### src/rtl/xint_pkg.sv
package xint_pkg;
  localparam int ADDR_W = 16;
  localparam int DATA_W = 16;
  localparam int CTRL_W = 5;
  localparam int NPINS  = 3;

  // Field positions decoded by software
  localparam int B_MODE   = 4;
  localparam int B_FLAG_B = 3;
  localparam int B_FLAG_A = 2;
  localparam int B_EN_B   = 1;
  localparam int B_EN_A   = 0;

  // Pin slots in the internal vectors
  localparam int P_H = 0;
  localparam int P_A = 1;
  localparam int P_B = 2;

  typedef struct packed {
    logic fall_only;
    logic flag_b;
    logic flag_a;
    logic en_b;
    logic en_a;
  } ctrl_t;
endpackage

### src/rtl/xint_sync.sv
module xint_sync #(
  parameter int N      = 3,
  parameter int STAGES = 2,
  parameter logic IDLE = 1'b1
) (
  input  logic         clk,
  input  logic         rst_n,
  input  logic [N-1:0] d_async,
  output logic [N-1:0] q_sync
);
  for (genvar i = 0; i < N; i++) begin : g_pin
    logic [STAGES-1:0] chain;
    always_ff @(posedge clk or negedge rst_n) begin
      if (!rst_n) chain <= {STAGES{IDLE}};
      else        chain <= {chain[STAGES-2:0], d_async[i]};
    end
    assign q_sync[i] = chain[STAGES-1];
  end
endmodule

### src/rtl/xint_edge.sv
module xint_edge #(
  parameter int N = 3,
  parameter logic IDLE = 1'b1
) (
  input  logic         clk,
  input  logic         rst_n,
  input  logic [N-1:0] lvl,
  input  logic [N-1:0] both_edges,
  output logic [N-1:0] req
);
  logic [N-1:0] lvl_d;

  always_ff @(posedge clk or negedge rst_n) begin
    if (!rst_n) lvl_d <= {N{IDLE}};
    else        lvl_d <= lvl;
  end

  for (genvar i = 0; i < N; i++) begin : g_det
    logic fall, rise;
    assign fall   = lvl_d[i] & ~lvl[i];
    assign rise   = ~lvl_d[i] & lvl[i];
    assign req[i] = fall | (both_edges[i] & rise);
  end
endmodule

### src/rtl/xint_regs.sv
module xint_regs
  import xint_pkg::*;
#(
  parameter logic [ADDR_W-1:0] BASE = 16'hFFEC
) (
  input  logic              clk,
  input  logic              rst_n,
  input  logic              io_en,
  input  logic              io_we,
  input  logic [ADDR_W-1:0] io_addr,
  input  logic [DATA_W-1:0] io_wdata,
  output logic [DATA_W-1:0] io_rdata,
  input  logic              req_a,
  input  logic              req_b,
  output ctrl_t             ctrl_q,
  output logic              grp_set
);
  localparam int PAD_W = DATA_W - CTRL_W;

  logic  hit, wr, rd;
  logic  set_a, set_b, clr_a, clr_b;
  ctrl_t ctrl_d;
  logic  unused_rsvd;

  assign hit = io_en && (io_addr == BASE);
  assign wr  = hit && io_we;
  assign rd  = hit && !io_we;

  assign set_a = req_a & ctrl_q.en_a;
  assign set_b = req_b & ctrl_q.en_b;
  assign clr_a = wr & io_wdata[B_FLAG_A];
  assign clr_b = wr & io_wdata[B_FLAG_B];
  assign unused_rsvd = ^io_wdata[DATA_W-1:CTRL_W];

  always_comb begin
    ctrl_d = ctrl_q;
    if (wr) begin
      ctrl_d.fall_only = io_wdata[B_MODE];
      ctrl_d.en_b      = io_wdata[B_EN_B];
      ctrl_d.en_a      = io_wdata[B_EN_A];
    end
    // set takes priority over a simultaneous clear
    ctrl_d.flag_a = set_a | (ctrl_q.flag_a & ~clr_a);
    ctrl_d.flag_b = set_b | (ctrl_q.flag_b & ~clr_b);
  end

  always_ff @(posedge clk or negedge rst_n) begin
    if (!rst_n) ctrl_q <= '0;
    else        ctrl_q <= ctrl_d;
  end

  assign io_rdata = rd ? {{PAD_W{1'b0}}, ctrl_q} : '0;
  assign grp_set  = set_a | set_b;
endmodule

### src/rtl/xint_ctrl.sv
module xint_ctrl
  import xint_pkg::*;
#(
  parameter logic [ADDR_W-1:0] BASE = 16'hFFEC
) (
  input  logic              clk,
  input  logic              rst_n,
  input  logic              io_en,
  input  logic              io_we,
  input  logic [ADDR_W-1:0] io_addr,
  input  logic [DATA_W-1:0] io_wdata,
  output logic [DATA_W-1:0] io_rdata,
  input  logic              ext_h_pin,
  input  logic              ext_a_pin,
  input  logic              ext_b_pin,
  output logic              irq1_req,
  output logic              irq23_set
);
  logic [NPINS-1:0] pins_raw, pins_s, both, req;
  ctrl_t            ctrl_q;

  assign pins_raw = {ext_b_pin, ext_a_pin, ext_h_pin};

  xint_sync #(.N(NPINS), .STAGES(2), .IDLE(1'b1)) u_sync (
    .clk(clk), .rst_n(rst_n), .d_async(pins_raw), .q_sync(pins_s)
  );

  always_comb begin
    both      = '0;
    both[P_H] = ~ctrl_q.fall_only;
  end

  xint_edge #(.N(NPINS), .IDLE(1'b1)) u_edge (
    .clk(clk), .rst_n(rst_n), .lvl(pins_s), .both_edges(both), .req(req)
  );

  xint_regs #(.BASE(BASE)) u_regs (
    .clk(clk), .rst_n(rst_n),
    .io_en(io_en), .io_we(io_we), .io_addr(io_addr),
    .io_wdata(io_wdata), .io_rdata(io_rdata),
    .req_a(req[P_A]), .req_b(req[P_B]),
    .ctrl_q(ctrl_q), .grp_set(irq23_set)
  );

  assign irq1_req = req[P_H];
endmodule

### config.mk
export PLATFORM = sky130hd
export DESIGN_NAME = xint_ctrl
export DESIGN_NICKNAME = d
export VERILOG_FILES = /design/src/rtl/xint_pkg.sv /design/src/rtl/xint_sync.sv /design/src/rtl/xint_edge.sv /design/src/rtl/xint_regs.sv /design/src/rtl/xint_ctrl.sv
export SDC_FILE = /design/constraint.sdc
export NUM_CORES = 1
export LEC_CHECK = 0
export BUFFER_PORTS_ARGS = -buffer_cell sky130_fd_sc_hd__buf_2
export CAP_MARGIN = 10
export CORE_MARGIN = 8
export CORE_UTILIZATION = 33
export CTS_CLUSTER_DIAMETER = 80
export DETAILED_ROUTE_END_ITERATION = 8
export PLACE_DENSITY = 0.73
export SLEW_MARGIN = 20
export SYNTH_ARGS = -nofsm -noshare
export SYNTH_HDL_FRONTEND = slang
export SYNTH_SLANG_ARGS = --single-unit
### constraint.sdc
create_clock -name clk -period 1.1 [get_ports clk]
set_clock_uncertainty 0.05 [all_clocks]
set_input_delay 0 -clock clk [delete_from_list [all_inputs] [get_ports clk]]
set_output_delay 0 -clock clk [all_outputs]
set_load 0.05 [all_outputs]
==> summary.md <==
| Metric | Value |
|---|---|
| Status | finished with violations |
| Violated checks | negative setup slack |
| Crit path DAT | around 1.4 ns |
| Clk sinks | 14 |
| VDD IR-drop max | about 0.66 mV |
| Setup crit end | io_rdata[1] |
| Worst r2r src | u_edge.lvl_d[2]$_DFF_PN1_ |
| Latest clock arrival within the worst-skew pair | around 0.27 ns |
| Hold Crit Class | primary input to asynchronous set/reset pin |
| Final hold violations | 0 |
| Aggregate routed wire length | 1940 um |
| GPL Wtd Cong | between 0.7 and 0.8 |
| Pin count of the biggest net entering global routing | 15 |
| Yosys top cell by area | dfstp_2 |
| Layout cells sized above 1 | around two thirds |
| CTS Buffer Depth | 2 |
| DP Wirelength | approximately 1300 um |
| Iter 0 DRT Violations | 4 |
| Tot GR Track Use | 10.18% |
| Final setup fails | 12 |
| Die X | 61.17 um |
| Fin crit period | 1.441 ns |
| Clock-pin slew on the worst setup and hold paths | about 0.08 ns |
| Core box area | roughly 1900 um^2 |
| Yosys warns | 0 |
| Final nets | 148 |
| R2R Path End | u_regs.ctrl_q[3]$_DFF_PN0_ |
| Post-synth top area share | 35.13% |
| Max Freq | just under 700 MHz |
| Ports | 57 |
| H-tree depth | 1 |
| Power Density | 975.9 nW/um^2 |
| Worst R2R Path Depth | 4 |
| FILL cells | around 180 |
| PortBufs | 34 |
| Final worst setup slack | -0.3412 ns |
| Leading post-synthesis cells by cell area | dfstp_2 (35%), dfrtp_1 (19%), buf_4 (12%), mux2_4 (6.7%), and2_1 (4.6%) |
| Peak fanout along the critical path | 5 |
| CTS tree | built |
| Element type at the critical path start | primary input |
| Initial antenna violation count | 0 |
| DR WL/cell | 14.37 um |
| Standard-cell rows | 16 |
| Initial Util | 34.66% |
| Tcrit/Tclk final | 131.0% |
| Vias in the first global route | 652 |
| Gr ovfl total | 0 |
| Mapped Cells | 56 |
| Final core occ | 60.05% |
| Cts bufs inserted | 3 |
| P&R area growth vs syn | 73.23% |
| Via density per instance | 4.363 |
| Routed vias | 589 |
| Flop and latch count out of synthesis | 14 |
| Mapped cell area | 673.1 um^2 |
| Max-cap violations | 0 |
| Crit Path Class | primary input to primary output |
| Post-route ant nets | 0 |
| Root Driver | clkbuf_4 |
| Ant. Diodes | 0 |
| Internal reg-to-reg setup slack | -0.05 ns |
| Sequential cell area fraction in the yosys report | 53.72% |
| Library cells used by synthesis | 21 |
| DRT Pass-1 Iters | 4 |
| Critical Path Start | io_addr[1] |
| Syn Area/Cell | between 10 and 15 um^2 |
| Setup TNS | -3.017 ns |
| DIE HEIGHT | slightly above 60 um |
| Final max-slew violation count | 0 |
| # DRC | 0 |
| RSZ-0062 raised after global routing | true |
| LEAKAGE | 0.5624 nW |
| CP Capture Type | primary output |
| CP required | 1.05 ns |
| Die area | 3741 um^2 |
| First-pass GRT wire length | 2780 um |
per-layer routing:
metal	GRT usage, %	vias up	routed length [um]
li1	-	277	-
met1	7.776	291	575
met2	22.54	19	1233
met3	4.175	2	123
met4	0.9967	0	8
met5	0	-	0
power by group:
group / leakage, nW / switching (mW) / internal, mW
combinational: 0.387 / 0.142 / 0.0858
sequential: 0.154 / 0.00916 / 0.545
clock: 0.0210 / 0.155 / 0.201
flip-flops by register name, indices dropped and copies added (netlist names):
register	flops
u_edge.lvl_d	3
u_regs.ctrl_q	5
u_sync.g_pin.chain	6
logic make-up (layout without fill, tap and decap cells):
family / count (synthesis) / count (layout) / share of synthesized area [%]
AOI/OAI and AO/OA: 2 / 2 / 1.858
other: 1 / 11 / 0.5571
DFF: 14 / 14 / 53.72
and+or+nand+nor: 23 / 23 / 22.86
muxes: 4 / 4 / 8.178
buffers and inverters: 12 / 54 / 12.82
stage by stage:
| step | std cells | cell area (um^2) | total power [mW] | hold WS [ns] | setup slack, ns |
|---|---|---|---|---|---|
| 2_1_floorplan | 66 | 734.5 | 0.7005 | -0.3456 | -0.4325 |
| 3_3_place_gp | 119 | 878.3 | 0.7330 | -0.1516 | -0.5584 |
| 3_5_place_dp | 119 | 878.3 | 0.7379 | -0.1421 | -0.5873 |
| 4_1_cts | 134 | 1099 | 1.134 | 0.08814 | -0.3530 |
| 5_1_grt | 135 | 1166 | 1.194 | 0.1159 | -0.3969 |
| 6_report | 135 | 1166 | 1.138 | 0.08897 | -0.3412 |
cell usage in the layout (no fill, tap or decap), types with 2 or more instances in the layout:
| cell | synthesis | final |
|---|---|---|
| buf_6 | 0 | 5 |
| nand2_1 | 3 | 3 |
| buf_4 | 11 | 5 |
| dlygate4sd3_1 | 0 | 9 |
| clkbuf_4 | 0 | 3 |
| nand4b_1 | 2 | 2 |
| nand3b_1 | 2 | 2 |
| a31oi_1 | 2 | 2 |
| conb_1 | 1 | 11 |
| buf_8 | 0 | 5 |
| mux2_4 | 3 | 3 |
| buf_2 | 0 | 25 |
| and2_4 | 0 | 5 |
| dfrtp_1 | 5 | 5 |
| nor2b_4 | 0 | 2 |
| dfstp_2 | 9 | 9 |
synth_stat cells:
master	instances
or4_1	1
or3_4	1
nand3b_1	2
dfrtp_1	5
nand4bb_1	1
nand4b_1	2
buf_4	11
or4_2	1
dfstp_2	9
nor3_1	2
mux2i_1	1
conb_1	1
nand2_1	3
mux2_4	3
inv_1	1
a31oi_1	2
nand3_1	1
nand2b_1	1
and2_1	5
nor2b_1	2
nand4_1	1
layout make-up:
type	instances	area, um^2	share of cell area, %
multi-input cells	40	346.6	29.72
repair buffers	49	384.1	32.94
inverters	1	3.754	0.3219
well taps	27	33.78	2.897
clock buffers	4	36.28	3.112
flip-flops and latches	14	361.6	31.01
worst min-delay path by stage:
stage	startpoint	slack [ns]	endpoint	cells past startpoint
finish	rst_n	0.09	u_regs.ctrl_q[0]$_DFFE_PN0N_	2
global route	rst_n	0.12	u_regs.ctrl_q[1]$_DFFE_PN0N_	2
CTS	rst_n	0.09	u_regs.ctrl_q[0]$_DFFE_PN0N_	2
detailed placement	rst_n	-0.14	u_regs.ctrl_q[1]$_DFFE_PN0N_	1
global placement	rst_n	-0.15	u_regs.ctrl_q[4]$_DFFE_PN0N_	1
floorplan	rst_n	-0.35	u_regs.ctrl_q[0]$_DFFE_PN0N_	0
critical path, stage by stage:
cell and delay (ns):
buf_6 0.09, nand4b_1 0.17, or4_4 0.52, nor3_4 0.20, buf_6 0.14, and2_4 0.14
buf_8 0.14
timing repair:
| item | in CTS | in global routing |
|---|---|---|
| pin swaps | 0 | 7 |
| setup endpoints to repair | 12 | 12 |
| buffers inserted | 2 | 1 |
| cloned | 0 | 0 |
| hold endpoints to repair | 22 | 0 |
| gates resized for setup | 22 | 11 |
| hold buffers | 9 | 0 |
(Power assumes the default switching activity.)
